===== config.mk =====
export PLATFORM = sky130hd
export DESIGN_NAME = bwacc_array
export DESIGN_NICKNAME = d
export VERILOG_FILES = /design/src/rtl/bwacc_pkg.sv /design/src/rtl/bwacc_lane.sv /design/src/rtl/bwacc_sat.sv /design/src/rtl/bwacc_drain_ctrl.sv /design/src/rtl/bwacc_array.sv
export SDC_FILE = /design/constraint.sdc
export NUM_CORES = 1
export LEC_CHECK = 0
export ABC_AREA = 1
export BUFFER_PORTS_ARGS = -buffer_cell sky130_fd_sc_hd__buf_4
export CORE_AREA = 2 2 162 132
export DETAILED_ROUTE_END_ITERATION = 7
export DIE_AREA = 0 0 164 134
export PLACE_DENSITY = 0.56
export RECOVER_POWER = 100
export SYNTH_ARGS = -nofsm -noshare
export SYNTH_HDL_FRONTEND = slang
export SYNTH_HIERARCHICAL = 1
export SYNTH_SLANG_ARGS = --single-unit

===== constraint.sdc =====
create_clock -name clk -period 2.3 [get_ports clk]
set_input_delay 0.115 -clock clk [delete_from_list [all_inputs] [get_ports clk]]
set_output_delay 0.115 -clock clk [all_outputs]
set_load 0.02 [all_outputs]

===== src/rtl/bwacc_pkg.sv =====
package bwacc_pkg;

    typedef enum logic {
        PH_GATHER = 1'b0,
        PH_DRAIN  = 1'b1
    } phase_e;

    // Guard bits so that MAX_VECS terms of full-scale magnitude never wrap.
    function automatic int acc_width(input int data_w, input int max_vecs);
        return data_w + $clog2(max_vecs) + 1;
    endfunction

    function automatic int idx_width(input int n);
        return (n > 1) ? $clog2(n) : 1;
    endfunction

endpackage


===== src/rtl/bwacc_lane.sv =====
module bwacc_lane #(
    parameter int DATA_W = 8,
    parameter int ACC_W  = 13
) (
    input  logic                     clk,
    input  logic                     rst,
    input  logic                     en,
    input  logic                     first,
    input  logic                     add_n_sub,
    input  logic signed [DATA_W-1:0] x,
    output logic signed [ACC_W-1:0]  acc
);

    localparam int EXT_W = ACC_W - DATA_W;

    logic signed [ACC_W-1:0] x_ext;
    logic signed [ACC_W-1:0] term;
    logic signed [ACC_W-1:0] origin;

    assign x_ext  = {{EXT_W{x[DATA_W-1]}}, x};
    assign term   = add_n_sub ? x_ext : -x_ext;
    assign origin = first ? '0 : acc;

    always_ff @(posedge clk) begin
        if (rst) begin
            acc <= '0;
        end else if (en) begin
            acc <= origin + term;
        end
    end

    // a channel only moves on an accepted beat
    a_r9_lane_hold: assert property (@(posedge clk) disable iff (rst)
        !en |=> $stable(acc));

endmodule


===== src/rtl/bwacc_sat.sv =====
module bwacc_sat #(
    parameter int IN_W  = 13,
    parameter int OUT_W = 8
) (
    input  logic signed [IN_W-1:0]  in_v,
    output logic signed [OUT_W-1:0] out_v
);

    localparam logic signed [IN_W-1:0] HI =
        {{(IN_W-OUT_W+1){1'b0}}, {(OUT_W-1){1'b1}}};
    localparam logic signed [IN_W-1:0] LO =
        {{(IN_W-OUT_W+1){1'b1}}, {(OUT_W-1){1'b0}}};

    always_comb begin
        if (in_v > HI) begin
            out_v = HI[OUT_W-1:0];
        end else if (in_v < LO) begin
            out_v = LO[OUT_W-1:0];
        end else begin
            out_v = in_v[OUT_W-1:0];
        end
    end

    // clamping never flips the sign of a total
    always_comb begin
        a_r7_sign_kept: assert (in_v[IN_W-1] == out_v[OUT_W-1]);
    end

endmodule


===== src/rtl/bwacc_drain_ctrl.sv =====
module bwacc_drain_ctrl
    import bwacc_pkg::*;
#(
    parameter int LANES  = 4,
    parameter int ADDR_W = 6,
    localparam int IDX_W = idx_width(LANES)
) (
    input  logic              clk,
    input  logic              rst,
    input  logic              start,
    input  logic [ADDR_W-1:0] base,
    output logic              busy,
    output logic [IDX_W-1:0]  idx,
    output logic [ADDR_W-1:0] addr,
    output logic              done
);

    localparam logic [IDX_W-1:0] LAST = IDX_W'(LANES - 1);

    phase_e phase;

    always_ff @(posedge clk) begin
        if (rst) begin
            phase <= PH_GATHER;
            idx   <= '0;
            addr  <= '0;
            done  <= 1'b0;
        end else begin
            done <= 1'b0;
            case (phase)
                PH_GATHER: begin
                    if (start) begin
                        phase <= PH_DRAIN;
                        idx   <= '0;
                        addr  <= base;
                    end
                end
                PH_DRAIN: begin
                    addr <= addr + ADDR_W'(1);
                    if (idx == LAST) begin
                        phase <= PH_GATHER;
                        idx   <= '0;
                        done  <= 1'b1;
                    end else begin
                        idx <= idx + IDX_W'(1);
                    end
                end
                default: phase <= PH_GATHER;
            endcase
        end
    end

    assign busy = (phase == PH_DRAIN);

    // an accepted start opens the output phase on the next cycle
    a_r5_start_enters: assert property (@(posedge clk) disable iff (rst)
        (!busy && start) |=> busy);

    // consecutive writes step the address by one
    a_r6_addr_step: assert property (@(posedge clk) disable iff (rst)
        (busy && $past(busy)) |-> (addr == ADDR_W'($past(addr) + ADDR_W'(1))));

    // completion pulse is one cycle wide
    a_r8_done_single: assert property (@(posedge clk) disable iff (rst)
        done |=> !done);

    // completion follows the last write and the phase has ended
    a_r8_done_after_write: assert property (@(posedge clk) disable iff (rst)
        done |-> (!busy && $past(busy) && ($past(idx) == LAST)));

endmodule


===== src/rtl/bwacc_array.sv =====
module bwacc_array
    import bwacc_pkg::*;
#(
    parameter int LANES    = 4,
    parameter int DATA_W   = 8,
    parameter int MAX_VECS = 16,
    parameter int ADDR_W   = 6
) (
    input  logic              clk,
    input  logic              rst,
    input  logic              in_valid,
    input  logic              in_first,
    input  logic [DATA_W-1:0] in_data,
    input  logic [LANES-1:0]  in_wbits,
    input  logic              drain_start,
    input  logic [ADDR_W-1:0] wr_base,
    output logic              in_ready,
    output logic              wr_en,
    output logic [ADDR_W-1:0] wr_addr,
    output logic [DATA_W-1:0] wr_data,
    output logic              done
);

    localparam int ACC_W = acc_width(DATA_W, MAX_VECS);
    localparam int IDX_W = idx_width(LANES);

    logic                    busy;
    logic                    accept;
    logic [IDX_W-1:0]        sel_idx;
    logic signed [ACC_W-1:0] lane_acc [LANES];
    logic signed [ACC_W-1:0] sel_acc;
    logic signed [DATA_W-1:0] clamped;

    assign accept = in_valid && !busy;

    for (genvar p = 0; p < LANES; p++) begin : g_lane
        bwacc_lane #(
            .DATA_W (DATA_W),
            .ACC_W  (ACC_W)
        ) u_lane (
            .clk       (clk),
            .rst       (rst),
            .en        (accept),
            .first     (in_first),
            .add_n_sub (in_wbits[p]),
            .x         (in_data),
            .acc       (lane_acc[p])
        );
    end

    bwacc_drain_ctrl #(
        .LANES  (LANES),
        .ADDR_W (ADDR_W)
    ) u_ctrl (
        .clk   (clk),
        .rst   (rst),
        .start (drain_start),
        .base  (wr_base),
        .busy  (busy),
        .idx   (sel_idx),
        .addr  (wr_addr),
        .done  (done)
    );

    always_comb begin
        sel_acc = lane_acc[0];
        for (int p = 0; p < LANES; p++) begin
            if (sel_idx == IDX_W'(p)) begin
                sel_acc = lane_acc[p];
            end
        end
    end

    bwacc_sat #(
        .IN_W  (ACC_W),
        .OUT_W (DATA_W)
    ) u_sat (
        .in_v  (sel_acc),
        .out_v (clamped)
    );

    assign wr_data  = clamped;
    assign wr_en    = busy;
    assign in_ready = !busy;

    // no beat slips in while the totals are leaving
    a_r9_no_accept_in_drain: assert property (@(posedge clk) disable iff (rst)
        wr_en |-> !accept);

    // writes form one unbroken run that ends with the completion pulse
    a_r5_run_ends_in_done: assert property (@(posedge clk) disable iff (rst)
        $fell(wr_en) |-> done);

endmodule


=== After elaboration in Yosys (flattened, before gate mapping) ===
Cells that the tools add are included.

* Memory bits (writable): 0
* Memories: 0
* ROM bits: 0
* Bits of input ports: 23
* Bits in latches: 0
* Output and inout bits: 17
* Flip-flop bits (word level): 62

* $lt $le $gt $ge: 2
* Multiplexer cells: 22
* Shift-type cells: 0
* Add/subtract/negate cells: 7
* Bitwise operators: 1
* Multipliers: 0
* Divide/modulo/power cells: 0
* Eq/ne operators: 4
* Reduce and logical (&&, ||, !) cells: 3

{| class="wikitable"
|+ Operators by type and width
! cell !! number
|-
| $mux W13 || 11
|-
| $add A13 B13 Y13 || 4
|-
| $mux W8 || 2
|-
| $gt A13 B8 Y1 const B || 1
|-
| $lt A13 B8 Y1 const B || 1
|-
| $neg A8 Y13 || 1
|-
| $pmux W6 S2 || 1
|-
| $add A6 B1 Y6 const B || 1
|-
| $mux W6 || 1
|-
| $eq A2 B2 Y1 const B || 2
|-
| $mux W2 || 2
|-
| $pmux W2 S2 || 1
|-
| $mux W1 || 3
|-
| $add A2 B1 Y2 const B || 1
|-
| $eq A2 B1 Y1 const B || 1
|-
| $ne A2 B2 Y1 const B || 1
|-
| $pmux W1 S2 || 1
|-
| $reduce_or A2 Y1 || 1
|-
| $logic_and A1 B1 Y1 || 1
|-
| $logic_not A1 Y1 || 1
|-
| $not A1 Y1 || 1
|}

=== Longest topological paths before layout ===
Gate-level depths: netlist (run 1).

* Word-level depth: 7
* Depth in mapped cells: 19
* Mapped depth without buffers: 19

=== Modules after synthesis ===
The synthesis (run 1) kept the hierarchy.

{| class="wikitable"
|+ Modules (own cells, without submodules)
! module !! sequential area each (µm²) !! times used !! area each (µm²) !! cells an instance
|-
| bwacc_lane || 260.2 || 4 || 1460.2 || 243
|-
| bwacc_array || 0.0 || 1 || 543.0 || 130
|-
| bwacc_drain_ctrl || 200.2 || 1 || 514.2 || 73
|-
| bwacc_sat || 0.0 || 1 || 107.6 || 23
|}

=== Worst setup path after synthesis (run 1) ===
Ideal clock, no wire load.

* Kind: in2reg
* Start point: in in_data[0]
* End point: reg g_lane[0].u_lane.acc[7]
* Required time: 2.185 ns
* Arrival: 1.754 ns
* Cell stages on the path: 15
* Slack: 0.431 ns
* Path buffers: 0
* Setup time: 0.115 ns
* Path through: inv_1 > ha_1 > nand2_1 > nor2_1 > nor2_1 > a21oi_1 > xnor2_1 > ha_1 > a21oi_1 > nand2_1 > inv_1 > nand2_1 > xor2_1 > o21ai_0 > inv_1

* Cells in the longest elaborated chain, start to end: 3

{| class="wikitable"
|+ RTL lines
! what !! line !! RTL
|-
| start: declaration || bwacc_array.sv:13 || <nowiki>input logic [DATA_W-1:0] in_data,</nowiki>
|-
| $neg A8 Y13 || bwacc_lane.sv:21 || <nowiki>assign term = add_n_sub ? x_ext : -x_ext;</nowiki>
|-
| $mux W13 (*) || bwacc_lane.sv:21 ||
|-
| $add A13 B13 Y13 (*) || bwacc_lane.sv:28 || <nowiki>acc <= origin + term;</nowiki>
|-
| end signal: assignment || bwacc_lane.sv:28 ||
|-
| end: declaration || bwacc_lane.sv:11 || <nowiki>output logic signed [ACC_W-1:0] acc</nowiki>
|}

Every way passes the cells marked *; elsewhere a longest branch is shown, timed or not.
A chain may end at the register's enable or synchronous reset.

=== Worst setup path in the final report (run 1) ===
* Start point: reg u_ctrl.idx[0]
* End point: out wr_data[3]

* Cells in the longest elaborated chain, start to end: 7

{| class="wikitable"
|+ RTL lines
! what !! line !! RTL
|-
| start: declaration || bwacc_drain_ctrl.sv:13 || <nowiki>output logic [IDX_W-1:0] idx,</nowiki>
|-
| start signal: assignment || bwacc_drain_ctrl.sv:45 || <nowiki>idx <= idx + IDX_W'(1);</nowiki>
|-
| $eq A2 B1 Y1 || bwacc_array.sv:68 || <nowiki>if (sel_idx == IDX_W'(p)) begin</nowiki>
|-
| $mux W13 (2 in series) || bwacc_array.sv:68 ||
|-
| $mux W13 (*) || bwacc_array.sv:68 ||
|-
| named net sel_acc[7] || bwacc_array.sv:31 || <nowiki>logic signed [ACC_W-1:0] sel_acc;</nowiki>
|-
| $lt A13 B8 Y1 || bwacc_sat.sv:17 || <nowiki>end else if (in_v < LO) begin</nowiki>
|-
| $mux W8 || bwacc_sat.sv:17 ||
|-
| $mux W8 (*) || bwacc_sat.sv:15 || <nowiki>if (in_v > HI) begin</nowiki>
|-
| end: declaration || bwacc_array.sv:20 || <nowiki>output logic [DATA_W-1:0] wr_data,</nowiki>
|}

The timed path passes the listed nets; every way through them passes the cells marked *.

==> summary.md, run 1 <==
| Metric | Value |
|---|---|
| Root buf cell | `clkbuf_16` |
| Clk_lat worst skew | `0.34 ns` |
| Pwr per Cell Area | `544 nW/µm²` |
| Hold depth | `5` |
| Hold Buf Count CTS | `0` |
| Most frequent cells in the layout | `nand2_1, inv_1, nor2_1` |
| Reg2reg end | `g_lane[3].u_lane/acc[8]` |
| IO buf count | `39` |
| Placed Cells | `1,517` |
| Flop-to-flop setup slack | `0.21 ns` |
| Post-Layout Cell Count | `1,533` |
| Fin nets | `1,343` |
| DRT Pass-1 Iters | `5` |
| Initial Util | `34.3%` |
| Outcome | `finished clean` |
| FF-to-FF path depth | `11` |
| EDFF count, synth | `0` |
| # diodes | `0` |
| Reg2Reg Launch Point | `g_lane[3].u_lane/acc[0]` |
| CP endpoint | `wr_data[3]` |
| Seq/Total Area, Yosys | `17.7%` |
| Longest Clk Path Bufs | `2` |
| CP most frequent cell | `nand2_1` |
| Slew Limit Headroom | `69.0%` |
| CP max stage delay | `0.40 ns` |
| Row cnt | `47` |
| Switching power | `1680 µW` |
| Critical path cell sequence | `inv_2, buf_6, nand2_1, nand2_1, nand3_2, nand2_1, nor2_1, nand2_2, o21ai_4, nand2_2, buf_4` |
| DR iter-0 viols | `530` |
| Core area | `20,400 µm²` |
| Slew Viols, Final | `0` |
| CP max FO | `11` |
| Fmax | `0.447 GHz` |
| Final WL | `20,200 µm` |
| Min-delay worst type | `in2reg` |
| GRT Util Overall | `18.8%` |
| Filler Cell Count | `2,264` |
| Remaining antenna violation count | `0` |
| Post-synth top flop | `dfxtp_1` |
| Power Internal | `2750 µW` |
| Clk pwr share | `31.4%` |
| Initial antenna violation count | `0` |
| Setup crit start | `u_ctrl/idx[0]` |
| Die Y | `134 µm` |
| Setup-failing EPs final | `0` |
| Clock skew | `0.00933 ns` |
| Sink Count | `62` |
| Critical path endpoint category | `output port` |
| Vias in the first global route | `6,501` |
| Peak VDD IR | `0.373 mV` |
| TritonCTS clock tree | `done` |
| Largest net degree at the start of global routing | `37` |
| Ports | `40` |
| Slew @ Worst Pin | `0.465 ns` |
| Crit Path Class | `reg2out` |
| Clock buffer count from CTS | `9` |
| Worst Path Required | `2.18 ns` |
| Sequential power share | `28.3%` |
| Leakage | `0.00445 µW` |
| DR DRC count | `0` |
| Via Count | `7,183` |
| Total grt overflow | `0` |
| Sw Ratio | `37.9%` |
| Die width | `164 µm` |
| First-pass GRT wire length | `32,900 µm` |
| Final Hold Fails | `0` |
| Share of post-route cells with drive strength above 1 | `12.8%` |
| Mean area per synthesized cell | `5.85 µm²` |
| Power share of the combinational group | `40.3%` |
| Via density per instance | `4.69` |
| Max-cap viol count | `0` |
| Post-Syn Area | `7010 µm²` |
| CTS H-tree depth | `3` |
| Synth Net Count | `1,279` |
| Die ar. | `22,000 µm²` |
| Final Instance Area | `8160 µm²` |
| Most common cell after layout, fill and taps aside | `nand2_1` |
| Yosys cell types | `40` |
| Final min period | `2.24 ns` |
| Critical path startpoint category | `flip-flop` |
| Drt wl/cell | `13.2 µm` |
| Final HPWL DP | `16,000 µm` |
| Async SR Flop Fraction | `0%` |
| Area grow syn2layout | `16.4%` |
| Max stage delay cell, worst path | `dfxtp_4` |
| GPL Wtd Cong | `0.885` |
| Synth Warn # | `6` |
| Worst EP arrival | `2.12 ns` |
| Final Cycle Share | `97.3%` |
| Synth Register Bits | `62` |
| Syn Inst Count | `1,198` |
| Worst-path clk slew | `0.05 ns` |
| Cell Area, Placed | `7740 µm²` |
## routing by layer
layer,GRT usage [%],routed length (µm),vias up
li1,-,-,3854
met2,27.4,8070,146
met5,0,0,-
met3,2.63,934,21
met1,28.9,10900,3162
met4,4.39,310,0
## cell type report
cell class                 count  area, µm²  area share (%)
clock buffer                  12        267            3.27
tap                          269        337            4.13
inverter                     243        926            11.4
multi-input combinational    866       4730            58.0
sequential                    62       1250            15.3
clock inverter                 1       30.0           0.368
timing repair buffer          80        622            7.62
## worst min-delay path by stage
stage / from / to / slack (ns)
floorplan: rst / u_ctrl/idx[1] / 0.19
global placement: wr_base[5] / u_ctrl/addr[5] / 0.41
detailed placement: wr_base[5] / u_ctrl/addr[5] / 0.41
CTS: wr_base[5] / u_ctrl/addr[5] / 0.07
global route: wr_base[5] / u_ctrl/addr[5] / 0.11
finish: wr_base[5] / u_ctrl/addr[5] / 0.07
## what timing repair did
| item | in CTS | in global routing |
|---|---|---|
| cloned | 0 | 0 |
| endpoints found under the hold margin | 0 | 0 |
| endpoints found under the setup margin | 7 | 10 |
| resized for setup | 2 | 31 |
| setup buffers | 0 | 3 |
| pin swaps | 0 | 8 |
## metrics by stage
| stage | setup WS [ns] | utilization [%] | hold slack (ns) | power, µW | TNS, ns |
|---|---|---|---|---|---|
| after floorplan | 0.431 | - | 0.187 | 2470 | 0 |
| after global placement | -0.0460 | 37.9 | 0.409 | 2980 | -0.125 |
| after detailed placement | -0.0862 | 37.9 | 0.412 | 2990 | -0.351 |
| after CTS | 0.00498 | 39.4 | 0.0676 | 4390 | 0 |
| after global routing | -0.0154 | 40.0 | 0.109 | 4750 | -0.0597 |
| final | 0.0625 | 40.0 | 0.0725 | 4430 | 0 |
## sequential cells by signal, summed over array words and instances (netlist names)
signal	flops
g_lane.u_lane/acc	52
u_ctrl/addr	6
u_ctrl/busy	1
u_ctrl/done	1
u_ctrl/idx	2
## cell usage after synthesis, drive strengths merged (8+ instances only)
| cell type | count | share of area, % |
|---|---|---|
| dfxtp | 62 | 18 |
| nor2 | 138 | 7.8 |
| nand2 | 336 | 19 |
| o21bai | 10 | 1.2 |
| buf | 13 | 1.4 |
| a21o | 8 | 0.86 |
| o21ai | 52 | 4.3 |
| inv | 239 | 13 |
| a211oi | 9 | 0.96 |
| nor3 | 8 | 0.57 |
| xor2 | 32 | 4.0 |
| nand4 | 12 | 1.1 |
| clkbuf | 14 | 1.4 |
| a21oi | 73 | 5.4 |
| nand3 | 92 | 6.9 |
| or2 | 10 | 0.89 |
| ha | 54 | 9.6 |
| xnor2 | 12 | 1.5 |
## power groups by stage
stage | combinational [µW] | sequential [µW] | clock [µW]
after global placement | 1710 | 1270 | 0
after CTS | 1720 | 1260 | 1410
final | 1790 | 1260 | 1390
after detailed placement | 1710 | 1280 | 0
after global routing | 2010 | 1270 | 1470
after floorplan | 1210 | 1260 | 0
## critical path, delay by kind of cell, from the launching register on
family | cells | cell delay [ns]
AND/OR/NAND/NOR | 7 | 0.70
buffers and inverters | 3 | 0.37
AO/OA/AOI/OAI | 1 | 0.32
flip-flops | 1 | 0.40
## logic make-up after synthesis
kind of cell | after synthesis | share of synthesized area, %
fa+ha+maj | 58 | 10.8
xor+xnor | 44 | 5.50
buf+inv | 270 | 15.9
compound gates | 159 | 13.4
flops | 62 | 17.7
simple gates | 605 | 36.7
Power figures use the tool's default switching activity.
==> inputs of run 2 (changes only) <==
- CORE_AREA: 2 2 162 132 -> 2 2 151 124
- DIE_AREA: 0 0 164 134 -> 0 0 153 126
- PLACE_DENSITY: 0.56 -> 0.62
==> summary.md, run 2 (same netlist as run 1, synthesis figures left out) <==
| Metric | Value |
|---|---|
| GRT Util Overall | `20.9% (was 18.8%)` |
| Ports | `40 (unchanged)` |
| Reg2reg end | `g_lane[2].u_lane/acc[12] (was g_lane[3].u_lane/acc[8])` |
| Critical path startpoint category | `flip-flop (unchanged)` |
| Final HPWL DP | `15,500 µm (was 16,000 µm)` |
| Final Instance Area | `7940 µm² (was 8160 µm²)` |
| Die ar. | `19,300 µm² (was 22,000 µm²)` |
| DRT Pass-1 Iters | `6 (was 5)` |
| Vias in the first global route | `6,649 (was 6,501)` |
| Most common cell after layout, fill and taps aside | `nand2_1 (unchanged)` |
| # diodes | `0 (unchanged)` |
| First-pass GRT wire length | `33,000 µm (was 32,900 µm)` |
| Most frequent cells in the layout | `nand2_1, inv_1, nor2_1 (unchanged)` |
| Leakage | `0.00437 µW (was 0.00445 µW)` |
| CTS H-tree depth | `3 (unchanged)` |
| Largest registers | `g_lane.u_lane/acc: 52 flops, u_ctrl/addr: 6 flops, u_ctrl/idx: 2 flops (unchanged)` |
| Worst Path Required | `2.18 ns (about the same)` |
| Worst-path clk slew | `0.05 ns (about the same)` |
| Initial Util | `39.4% (was 34.3%)` |
| Power, Total | `4330 µW (was 4430 µW)` |
| Clk_lat worst skew | `0.34 ns (about the same)` |
| Final WL | `19,800 µm (was 20,200 µm)` |
| DR iter-0 viols | `673 (was 530)` |
| Crit Path Class | `reg2out (unchanged)` |
| HP Start | `wr_base[1] (was wr_base[5])` |
| Share of post-route cells with drive strength above 1 | `11.1% (was 12.8%)` |
| DR DRC count | `0 (unchanged)` |
| FF-to-FF path depth | `13 (was 11)` |
| Multi-input logic area | `4680 µm² (was 4730 µm²)` |
| Final Hold Fails | `0 (unchanged)` |
| Die Y | `126 µm (was 134 µm)` |
| Outcome | `finished clean (unchanged)` |
| Flop-to-flop setup slack | `0.19 ns (was 0.21 ns)` |
| Setup crit start | `u_ctrl/idx[0] (unchanged)` |
| Fin util | `44.7% (was 40.0%)` |
| Final Cycle Share | `96.7% (was 97.3%)` |
| Filler Cell Count | `1,901 (was 2,264)` |
| Via density per instance | `4.84 (was 4.69)` |
| Slew Limit Headroom | `64.0% (was 69.0%)` |
| Slew @ Worst Pin | `0.536 ns (was 0.465 ns)` |
| Fin nets | `1,333 (was 1,343)` |
| Largest register FFs | `52 (unchanged)` |
| Max-cap viol count | `0 (unchanged)` |
| Fmax | `0.449 GHz (was 0.447 GHz)` |
| RSZ-0062 raised after global routing | `true` |
| Die width | `153 µm (was 164 µm)` |
| Reg2Reg Launch Point | `g_lane[2].u_lane/acc[0] (was g_lane[3].u_lane/acc[0])` |
| Hold Buf Count CTS | `0 (unchanged)` |
| Metal2 WL | `8060 µm (was 8070 µm)` |
| Setup-failing EPs final | `0 (unchanged)` |
| GPL Wtd Cong | `0.899 (was 0.885)` |
| Pwr per Cell Area | `546 nW/µm² (was 544 nW/µm²)` |
| Longest Clk Path Bufs | `2 (unchanged)` |
| CP endpoint | `wr_data[2] (was wr_data[3])` |
| IO buf count | `39 (unchanged)` |
| Clock skew | `0.00635 ns (was 0.00933 ns)` |
| Root buf cell | `clkbuf_16 (unchanged)` |
| Reg area | `1250 µm² (unchanged)` |
| Core area | `17,800 µm² (was 20,400 µm²)` |
| Clock buffer count from CTS | `9 (unchanged)` |
| DR top layer | `met4 (unchanged)` |
| Initial antenna violation count | `0 (unchanged)` |
| Critical path endpoint category | `output port (unchanged)` |
| Worst EP arrival | `2.11 ns (was 2.12 ns)` |
| Placed Cells | `1,471 (was 1,517)` |
| Slew Viols, Final | `0 (unchanged)` |
| Total grt overflow | `0 (unchanged)` |
| Wire length on met1 | `10,100 µm (was 10,900 µm)` |
| TritonCTS clock tree | `done (unchanged)` |
| Most flops, register | `g_lane.u_lane/acc (unchanged)` |
| CP max FO | `11 (unchanged)` |
| Area grow syn2layout | `13.4% (was 16.4%)` |
| Via Count | `7,199 (was 7,183)` |
| Cell Area, Placed | `7620 µm² (was 7740 µm²)` |
| Drt wl/cell | `13.3 µm (was 13.2 µm)` |
| Met3 Wirelength | `1340 µm (was 934 µm)` |
| Row cnt | `44 (was 47)` |
| Smallest hold slack | `0.0618 ns (was 0.0725 ns)` |
| Min-delay worst type | `in2reg (unchanged)` |
| Post-CTS Setup Inserts | `0 (unchanged)` |
| Sink Count | `62 (unchanged)` |
| Final min period | `2.23 ns (was 2.24 ns)` |
| Post-Layout Cell Count | `1,486 (was 1,533)` |
| Remaining antenna violation count | `0 (unchanged)` |
| Largest net degree at the start of global routing | `40 (was 37)` |
| Peak VDD IR | `0.332 mV (was 0.373 mV)` |
run 2: how the worst min path moves through the flow:
stage | endpoint | slack (ns) | cells after the start
2_1_floorplan | u_ctrl/idx[1] | 0.19 | 1
3_5_place_dp | u_ctrl/addr[1] | 0.41 | 5
6_report | u_ctrl/addr[1] | 0.06 | 5
5_1_grt | u_ctrl/addr[2] | 0.09 | 5
4_1_cts | u_ctrl/addr[5] | 0.05 | 5
3_3_place_gp | u_ctrl/addr[1] | 0.40 | 5
run 2: worst max-delay path, cell delays in order, from the launching register on:
cell     delay (ns)
dfxtp_4        0.41
inv_2          0.07
buf_6          0.14
nand2_1        0.06
nand2_1        0.10
nand3_1        0.12
nand2_1        0.07
nor2_1         0.12
nand2_1        0.10
o21ai_4        0.26
nand2_1        0.14
buf_4          0.18
run 2: power breakdown:
group          internal [µW]  switching [µW]  total, µW
clock                    858             506       1360
combinational            633            1080       1720
sequential              1180            76.5       1250
run 2: metrics by stage:
stage | TNS [ns] | worst slack, ns
2_1_floorplan | 0 | 0.431
3_3_place_gp | -0.0823 | -0.0276
3_5_place_dp | -0.0931 | -0.0297
4_1_cts | 0 | 0.00468
5_1_grt | -0.107 | -0.0233
6_report | 0 | 0.0748
run 2: cell type report:
type	count	area share (%)
Inverter	243	11.6
Clock buffer	11	3.06
Tap cell	230	3.62
Timing Repair Buffer	70	6.43
Sequential cell	62	15.7
Multi-Input combinational cell	866	59.0
Clock inverter	4	0.599
run 2: metal layers:
metal	GRT usage (%)	vias to the layer above
met2	31.4	198
met3	4.82	20
met4	5.23	0
met1	30.3	3142
li1	-	3839
met5	0	-
run 2: timing repair:
item | in CTS | in global routing
setup endpoints to repair | 7 | 8
resized for setup | 4 | 13
pin swaps | 0 | 3
